[src/rtl/paddr_pkg.sv]
package paddr_pkg;

  typedef enum logic [1:0] {
    CFG_ROM_SIZE = 2'd0,
    CFG_RAM_TOP  = 2'd1,
    CFG_WINDOW   = 2'd2,
    CFG_NONE     = 2'd3
  } cfg_idx_e;

  typedef struct packed {
    logic ram;
    logic rom;
    logic hole;
    logic shadow;
    logic drop;
  } route_t;

  // Position of the single set bit of a 32-bit value (0 when none).
  function automatic logic [5:0] bit_index(input logic [31:0] v);
    logic [5:0] idx;
    idx = '0;
    for (int i = 0; i < 32; i++) begin
      if (v[i]) idx = 6'(i);
    end
    return idx;
  endfunction

  // True when v is a power of two with exponent in [lo, hi].
  function automatic logic size_legal(input logic [31:0] v,
                                      input int lo, input int hi);
    logic [5:0] e;
    e = bit_index(v);
    return ($countones(v) == 1) && (int'(e) >= lo) && (int'(e) <= hi);
  endfunction

endpackage

[src/rtl/paddr_cfg.sv]
module paddr_cfg
  import paddr_pkg::*;
#(
  parameter int TOP_W        = 16,
  parameter int LOG_W        = 6,
  parameter int ROM_MIN_LOG2 = 16,
  parameter int ROM_MAX_LOG2 = 24,
  parameter int RST_ROM_LOG2 = 21,
  parameter int RST_RAM_TOP  = 0
) (
  input  logic              clk,
  input  logic              rst_n,
  input  logic              cfg_we,
  input  logic [1:0]        cfg_idx,
  input  logic [31:0]       cfg_wdata,
  output logic [LOG_W-1:0]  rom_log2,
  output logic [TOP_W-1:0]  ram_top,
  output logic              shadow_wr_en,
  output logic              window_en,
  output logic              rom_size_ok
);

  cfg_idx_e idx;
  assign idx = cfg_idx_e'(cfg_idx);

  assign rom_size_ok = size_legal(cfg_wdata, ROM_MIN_LOG2, ROM_MAX_LOG2);

  always_ff @(posedge clk) begin
    if (!rst_n) begin
      rom_log2     <= LOG_W'(RST_ROM_LOG2);
      ram_top      <= TOP_W'(RST_RAM_TOP);
      shadow_wr_en <= 1'b0;
      window_en    <= 1'b1;
    end else if (cfg_we) begin
      case (idx)
        CFG_ROM_SIZE: if (rom_size_ok) rom_log2 <= LOG_W'(bit_index(cfg_wdata));
        CFG_RAM_TOP:  ram_top <= cfg_wdata[TOP_W-1:0];
        CFG_WINDOW: begin
          shadow_wr_en <= cfg_wdata[0];
          window_en    <= cfg_wdata[1];
        end
        default: ;
      endcase
    end
  end

endmodule

[src/rtl/paddr_decode.sv]
module paddr_decode
  import paddr_pkg::*;
#(
  parameter int          ADDR_W    = 32,
  parameter int          GRAN_LOG2 = 16,
  parameter int          LOG_W     = 6,
  parameter int          WIN_LOG2  = 16,
  parameter logic [31:0] WIN_END   = 32'h000F_FFFF,
  localparam int         TOP_W     = ADDR_W - GRAN_LOG2,
  localparam int         WTAG_W    = ADDR_W - WIN_LOG2
) (
  input  logic              req_valid,
  input  logic              req_write,
  input  logic [ADDR_W-1:0] req_addr,
  input  logic [LOG_W-1:0]  rom_log2,
  input  logic [TOP_W-1:0]  ram_top,
  input  logic              shadow_wr_en,
  input  logic              window_en,
  output logic              rom_hit,
  output logic              win_hit,
  output logic              ram_hit,
  output route_t            route
);

  localparam logic [WTAG_W-1:0] WIN_TAG = WTAG_W'(WIN_END >> WIN_LOG2);

  logic [ADDR_W-1:0] low_mask;
  logic              below_top;

  always_comb begin
    low_mask  = (ADDR_W'(1) << rom_log2) - ADDR_W'(1);
    rom_hit   = &(req_addr | low_mask);
    win_hit   = window_en && (req_addr[ADDR_W-1:WIN_LOG2] == WIN_TAG);
    below_top = req_addr[ADDR_W-1:GRAN_LOG2] < ram_top;
    ram_hit   = !rom_hit && (win_hit || below_top);
  end

  always_comb begin
    route        = '0;
    route.rom    = req_valid && rom_hit;
    route.ram    = req_valid && ram_hit;
    route.hole   = req_valid && !rom_hit && !ram_hit;
    route.shadow = req_valid && win_hit && !rom_hit;
    route.drop   = req_valid && req_write &&
                   (route.rom || route.hole || (route.shadow && !shadow_wr_en));
  end

endmodule

[src/rtl/paddr_router.sv]
module paddr_router
  import paddr_pkg::*;
#(
  parameter int          ADDR_W       = 32,
  parameter int          GRAN_LOG2    = 16,
  parameter int          ROM_MIN_LOG2 = 16,
  parameter int          ROM_MAX_LOG2 = 24,
  parameter int          RST_ROM_LOG2 = 21,
  parameter int          WIN_LOG2     = 16,
  parameter logic [31:0] WIN_END      = 32'h000F_FFFF,
  localparam int         TOP_W        = ADDR_W - GRAN_LOG2,
  localparam int         LOG_W        = $clog2(ADDR_W + 1)
) (
  input  logic              clk,
  input  logic              rst_n,
  input  logic              req_valid,
  input  logic              req_write,
  input  logic [ADDR_W-1:0] req_addr,
  input  logic              cfg_we,
  input  logic [1:0]        cfg_idx,
  input  logic [31:0]       cfg_wdata,
  output logic              sel_ram,
  output logic              sel_rom,
  output logic              sel_unmapped,
  output logic              in_shadow,
  output logic              wr_drop
);

  logic [LOG_W-1:0] rom_log2_w;
  logic [TOP_W-1:0] ram_top_w;
  logic             shadow_wr_en_w;
  logic             window_en_w;
  logic             rom_size_ok_w;
  logic             rom_hit_w;
  logic             win_hit_w;
  logic             ram_hit_w;
  route_t           route_w;

  paddr_cfg #(
    .TOP_W        (TOP_W),
    .LOG_W        (LOG_W),
    .ROM_MIN_LOG2 (ROM_MIN_LOG2),
    .ROM_MAX_LOG2 (ROM_MAX_LOG2),
    .RST_ROM_LOG2 (RST_ROM_LOG2),
    .RST_RAM_TOP  (0)
  ) cfg_i (
    .clk          (clk),
    .rst_n        (rst_n),
    .cfg_we       (cfg_we),
    .cfg_idx      (cfg_idx),
    .cfg_wdata    (cfg_wdata),
    .rom_log2     (rom_log2_w),
    .ram_top      (ram_top_w),
    .shadow_wr_en (shadow_wr_en_w),
    .window_en    (window_en_w),
    .rom_size_ok  (rom_size_ok_w)
  );

  paddr_decode #(
    .ADDR_W    (ADDR_W),
    .GRAN_LOG2 (GRAN_LOG2),
    .LOG_W     (LOG_W),
    .WIN_LOG2  (WIN_LOG2),
    .WIN_END   (WIN_END)
  ) dec_i (
    .req_valid    (req_valid),
    .req_write    (req_write),
    .req_addr     (req_addr),
    .rom_log2     (rom_log2_w),
    .ram_top      (ram_top_w),
    .shadow_wr_en (shadow_wr_en_w),
    .window_en    (window_en_w),
    .rom_hit      (rom_hit_w),
    .win_hit      (win_hit_w),
    .ram_hit      (ram_hit_w),
    .route        (route_w)
  );

  assign sel_ram      = route_w.ram;
  assign sel_rom      = route_w.rom;
  assign sel_unmapped = route_w.hole;
  assign in_shadow    = route_w.shadow;
  assign wr_drop      = route_w.drop;

endmodule

[config.mk]
export PLATFORM = sky130hd
export DESIGN_NAME = paddr_router
export DESIGN_NICKNAME = d
export VERILOG_FILES = /design/src/rtl/paddr_pkg.sv /design/src/rtl/paddr_cfg.sv /design/src/rtl/paddr_decode.sv /design/src/rtl/paddr_router.sv
export SDC_FILE = /design/constraint.sdc
export NUM_CORES = 1
export LEC_CHECK = 0
export ABC_CLOCK_PERIOD_IN_PS = 5840
export BUFFER_PORTS_ARGS = -buffer_cell sky130_fd_sc_hd__buf_2
export CAP_MARGIN = 20
export CORE_MARGIN = 3
export CORE_UTILIZATION = 35
export CTS_CLUSTER_DIAMETER = 120
export DETAILED_ROUTE_END_ITERATION = 10
export SLEW_MARGIN = 20
export SYNTH_ARGS = -nofsm -noshare
export SYNTH_HDL_FRONTEND = slang
export SYNTH_HIERARCHICAL = 1
export SYNTH_SLANG_ARGS = --single-unit
[constraint.sdc]
create_clock -name clk -period 5.84 [get_ports clk]
set_clock_uncertainty 0.1 [all_clocks]
set_input_delay 0.292 -clock clk [delete_from_list [all_inputs] [get_ports clk]]
set_output_delay 0.292 -clock clk [all_outputs]
set_load 0.05 [all_outputs]
Word level (Yosys, flattened, before mapping)
Index checks and enable logic that the tools add are counted.
{"block": "classes", "shifts": 1, "add_sub_neg": 32, "n_bitwise": 1, "eq_ne": 4, "n_reduce_logical": 24, "n_lt_le_gt_ge": 3, "n_mux": 31}
{"cell": "$add 32x32->32", "count": 15}
{"cell": "$mux 6", "count": 21}
{"cell": "$add 1x1->2", "count": 16}
{"cell": "$eq 32x2->1 const B", "count": 1}
{"cell": "$or 32x32->32", "count": 1}
{"cell": "$reduce_and 32->1", "count": 1}
{"cell": "$shl 1x6->32 const A", "count": 1}
{"cell": "$sub 32x2->32 const B", "count": 1}
{"cell": "$eq 16x4->1 const B", "count": 1}
{"cell": "$lt 16x16->1", "count": 1}
{"cell": "$logic_and 1x1->1", "count": 13}
{"cell": "$mux 3", "count": 4}
{"cell": "$mux 4", "count": 3}
{"cell": "$ge 6x5->1 const B", "count": 1}
{"cell": "$le 6x5->1 const B", "count": 1}
{"cell": "$mux 2", "count": 2}
{"cell": "$reduce_and 2->1", "count": 2}
{"cell": "$logic_not 1->1", "count": 3}
{"cell": "$logic_or 1x1->1", "count": 3}
{"cell": "$reduce_and 3->1", "count": 1}
{"cell": "$eq 2x1->1 const B", "count": 1}
{"cell": "$eq 2x2->1 const B", "count": 1}
{"cell": "$logic_not 2->1", "count": 1}
{"cell": "$mux 1", "count": 1}
{"block": "word_totals", "input_bits": 71, "output_inout_bits": 5, "wordCells": 100, "regBits": 24}

Depth between registers and ports, before layout
{"block": "logic_depth", "ltp_word": 35, "depth_mapped": 20}

Modules after synthesis
Netlist, hierarchy kept.
{"mod": "paddr_cfg", "area_each_um2": 2029.4, "cells_per_inst": 241, "instances": 1, "seq_area_each_um2": 460.4}
{"mod": "paddr_decode", "area_each_um2": 1443.9, "cells_per_inst": 212, "instances": 1, "seq_area_each_um2": 0.0}

Least setup slack after synthesis
Ideal clock, no wire load.
{"block": "synth_timing", "kind": "input port to flip-flop", "start": "in cfg_wdata[11]", "end": "reg cfg_i.rom_log2[2]", "cell_stages": 20, "n_path_buf": 1, "required_time_ns": 5.614, "slack_ns": 0.340, "arrival_ns": 5.274, "path_cell_list": "fa_1 inv_1 fa_1 inv_1 fa_1 fa_1 fa_1 inv_1 fa_1 inv_1 ha_1 inv_1 fa_1 nor3b_1 a22o_1 or4b_1 buf_2 or3_1 nor3_2 nor3_2"}
{"block": "synth_between", "elab_chain_len": 25, "word_cells_on_any_way": 32, "classes_between": "5 x add/sub; 2 x order compare; 1 x eq/ne; 21 x mux; 3 x reduce/logical"}
{"item": "start, declared", "line_no": "paddr_router.sv:21", "text": "input logic [31:0] cfg_wdata,"}
{"item": "branches (longest 25 deep; another with $add 32x32->32)"}
{"item": "end signal, assigned", "line_no": "paddr_cfg.sv:30", "text": "rom_log2 <= LOG_W'(RST_ROM_LOG2);"}
{"item": "end signal, assigned", "line_no": "paddr_cfg.sv:36", "text": "CFG_ROM_SIZE: if (rom_size_ok) rom_log2 <= LOG_W'(bit_index(cfg_wdata));"}
{"item": "end, declared", "line_no": "paddr_cfg.sv:16", "text": "output logic [LOG_W-1:0] rom_log2,"}
Parallel ways; which one is timed is not known.
A chain may end at the register's enable or synchronous reset.

Worst setup path in the final report
Same ends and word-level chain as after synthesis.

==> results.py <==
metrics = {
    "critical_path": {
        "worstPathRequired_ns": 5.89,
        "start_kind": "primary input",
        "cp_slowest_cell": "fa_1",
        "worst-endpoint-arrival_ns": 5.48,
        "crit_path_end_kind": "flip-flop",
        "cp.buffers_inverters": 6,
        "max_stage_delay_ns": 0.54,
        "crit_top_cell": "fa_1",
        "crit_type": "in2reg",
        "crit_chain": "buf_2, fa_1, inv_1, fa_1, inv_1, fa_1, fa_1, fa_1, inv_1, fa_1, inv_1, ha_1, inv_1, fa_1, nor3b_1, a22o_1, or4b_1, or3_1, nor3_2, nor3_2",
        "crit_fanout": 6,
        "cpLargestDelayFamily": "adder cells",
    },
    "power_and_ir_drop": {
        "seqPwrFrac_pct": 19.1,
        "power_switching_w": 0.000395,
        "intPower_w": 0.000508,
        "finalPower_w": 0.000903,
        "combinationalPowerShare_pct": 69.8,
        "p_per_area_mw_per_mm2": 228,
        "irDropWorstVdd_mv": 0.181,
        "pwr-share-clk_pct": 11.1,
        "leakage_nw": 1.65,
        "netSwitchingFraction_pct": 43.8,
    },
    "sta": {
        "period_minus_slack_ns": 5.43,
        "hold_viol_final": 0,
        "setup_viol": 0,
        "rsz0062_at_grt": "false",
        "finalHoldWorstSlack_ns": 0.156,
        "slew_viol_final": 0,
        "max_freq_ghz": 0.184,
        "worstMarginPinSlew_ns": 0.842,
        "relSlewSlack_pct": 43.8,
        "setup-tns-final_ns": 0,
        "finalCritPeriodShare_pct": 93.0,
    },
    "die": {
        "dieHeight_um": 105,
        "pin_count": 76,
        "start_util_pct": 36.7,
        "die_area_mm2": 0.0111,
        "die_w_um": 105,
        "num_rows": 35,
        "core_area_mm2": 0.00942,
    },
    "grt": {
        "grt-ovfl-total": 0,
        "grt_pass1_vias": 3466,
        "grt_max_degree": 28,
        "grt.met3_usage_pct": 2.76,
        "grt_antenna_before_repair": 0,
        "grt_use_total_pct": 18.2,
        "grt_pass1_wl_mm": 16.8,
        "grtUsageMet2_pct": 30.3,
        "grt_use_met1_pct": 25.4,
        "top_usage_layer": "met2",
    },
    "clock_tree": {
        "post_cts_buffers": 0,
        "cts_root_buffer": "clkbuf_8",
        "clkSlewWorstSetupHoldPaths_ns": 0.09,
        "clock_sinks": 23,
        "hold_buffers": 0,
        "cts_buffers": 3,
        "cts_resized": 0,
        "htreeDepth": 1,
        "cts_tree": "done",
        "clockBufferDepth": 2,
        "clkLatencyLatePin_ns": 0.26,
    },
    "detailed_routing": {
        "first_iter_violations": 199,
        "drt-total-wl_mm": 10.0,
        "vias": 3493,
        "dr.pass1.iters": 4,
        "drtAntennaViolNets": 0,
        "drt-vias-per-instance": 5.46,
        "wl_per_cell_um": 15.7,
        "drc": 0,
    },
    "finish": {
        "syn_to_final_growth_pct": 14.6,
        "layout_common_cells": "75 x buf_2, 64 x inv_1, 50 x nand2_1",
        "post-route-util_pct": 42.0,
        "seqCellArea_um2": 460,
        "stdcell_area_mm2": 0.00396,
        "fillers": 1008,
        "multiInputGateArea_mm2": 0.00264,
        "drive_gt1_share_pct": 20.7,
        "diodes": 0,
        "finalNetCount": 630,
        "final_common_cell": "buf_2",
    },
    "place": {
        "placed_area_mm2": 0.00391,
        "dp_hpwl_mm": 8.36,
        "port-buffer-count": 75,
        "place_congestion": 0.891,
    },
    "job": {
        "drv_cap": 0,
    },
    "logic_synthesis": {
        "syn_avg_cell_area_um2": 7.69,
        "synth_warnings": 6,
        "synth_cells": 449,
        "syn-cell-area_mm2": 0.00345,
        "syn_nets": 567,
    },
    "run_status": {
        "status": "finished clean",
    },
    "min_path": {
        "hold_class": "in2reg",
    },
}
==> power groups by stage <==
stage	logic [W]	registers, W	clock network (W)
floorplan	0.000468	0.000171	0
global placement	0.000616	0.000176	0
CTS	0.000641	0.000173	0.000103
finish	0.000630	0.000173	0.000100
global route	0.000741	0.000174	0.000108
detailed placement	0.000638	0.000176	0
==> stage by stage <==
step	worst slack (ns)	std cells
global route	0.142	640
floorplan	0.356	449
detailed placement	0.0809	636
finish	0.407	640
global placement	0.221	636
CTS	0.386	640
==> final cells by class <==
cell class	instances	share of cell area, %
flip-flops and latches	23	11.6
inverters	66	6.26
clock buffers	3	1.04
repair buffers	79	10.2
well taps	129	4.08
multi-input cells	339	66.6
clock inverters	1	0.190
==> layer usage <==
| layer | share of wire, % | vias to the layer above |
|---|---|---|
| li1 | - | 1735 |
| met1 | 46 | 1677 |
| met2 | 49 | 75 |
| met3 | 4.7 | 6 |
| met4 | 0.69 | 0 |
| met5 | 0 | - |
==> final timing paths <==
| check | start | to | slack (ns) | depth (start not counted) |
|---|---|---|---|---|
| setup / recovery | cfg_wdata[11] | cfg_i/rom_log2[2] | 0.41 | 20 |
| hold / removal | rst_n | cfg_i/window_en | 0.16 | 2 |
| setup reg to reg | cfg_i/rom_log2[2] | cfg_i/rom_log2[2] | 4.57 | 3 |
| hold reg to reg | cfg_i/ram_top[11] | cfg_i/ram_top[11] | 0.36 | 2 |
==> flip-flops by register name (all words and copies together), names as in the netlist <==
| signal | count |
|---|---|
| cfg_i/ram_top | 16 |
| cfg_i/rom_log2 | 5 |
| cfg_i/shadow_wr_en | 1 |
| cfg_i/window_en | 1 |
Power figures use the tool's default switching activity.
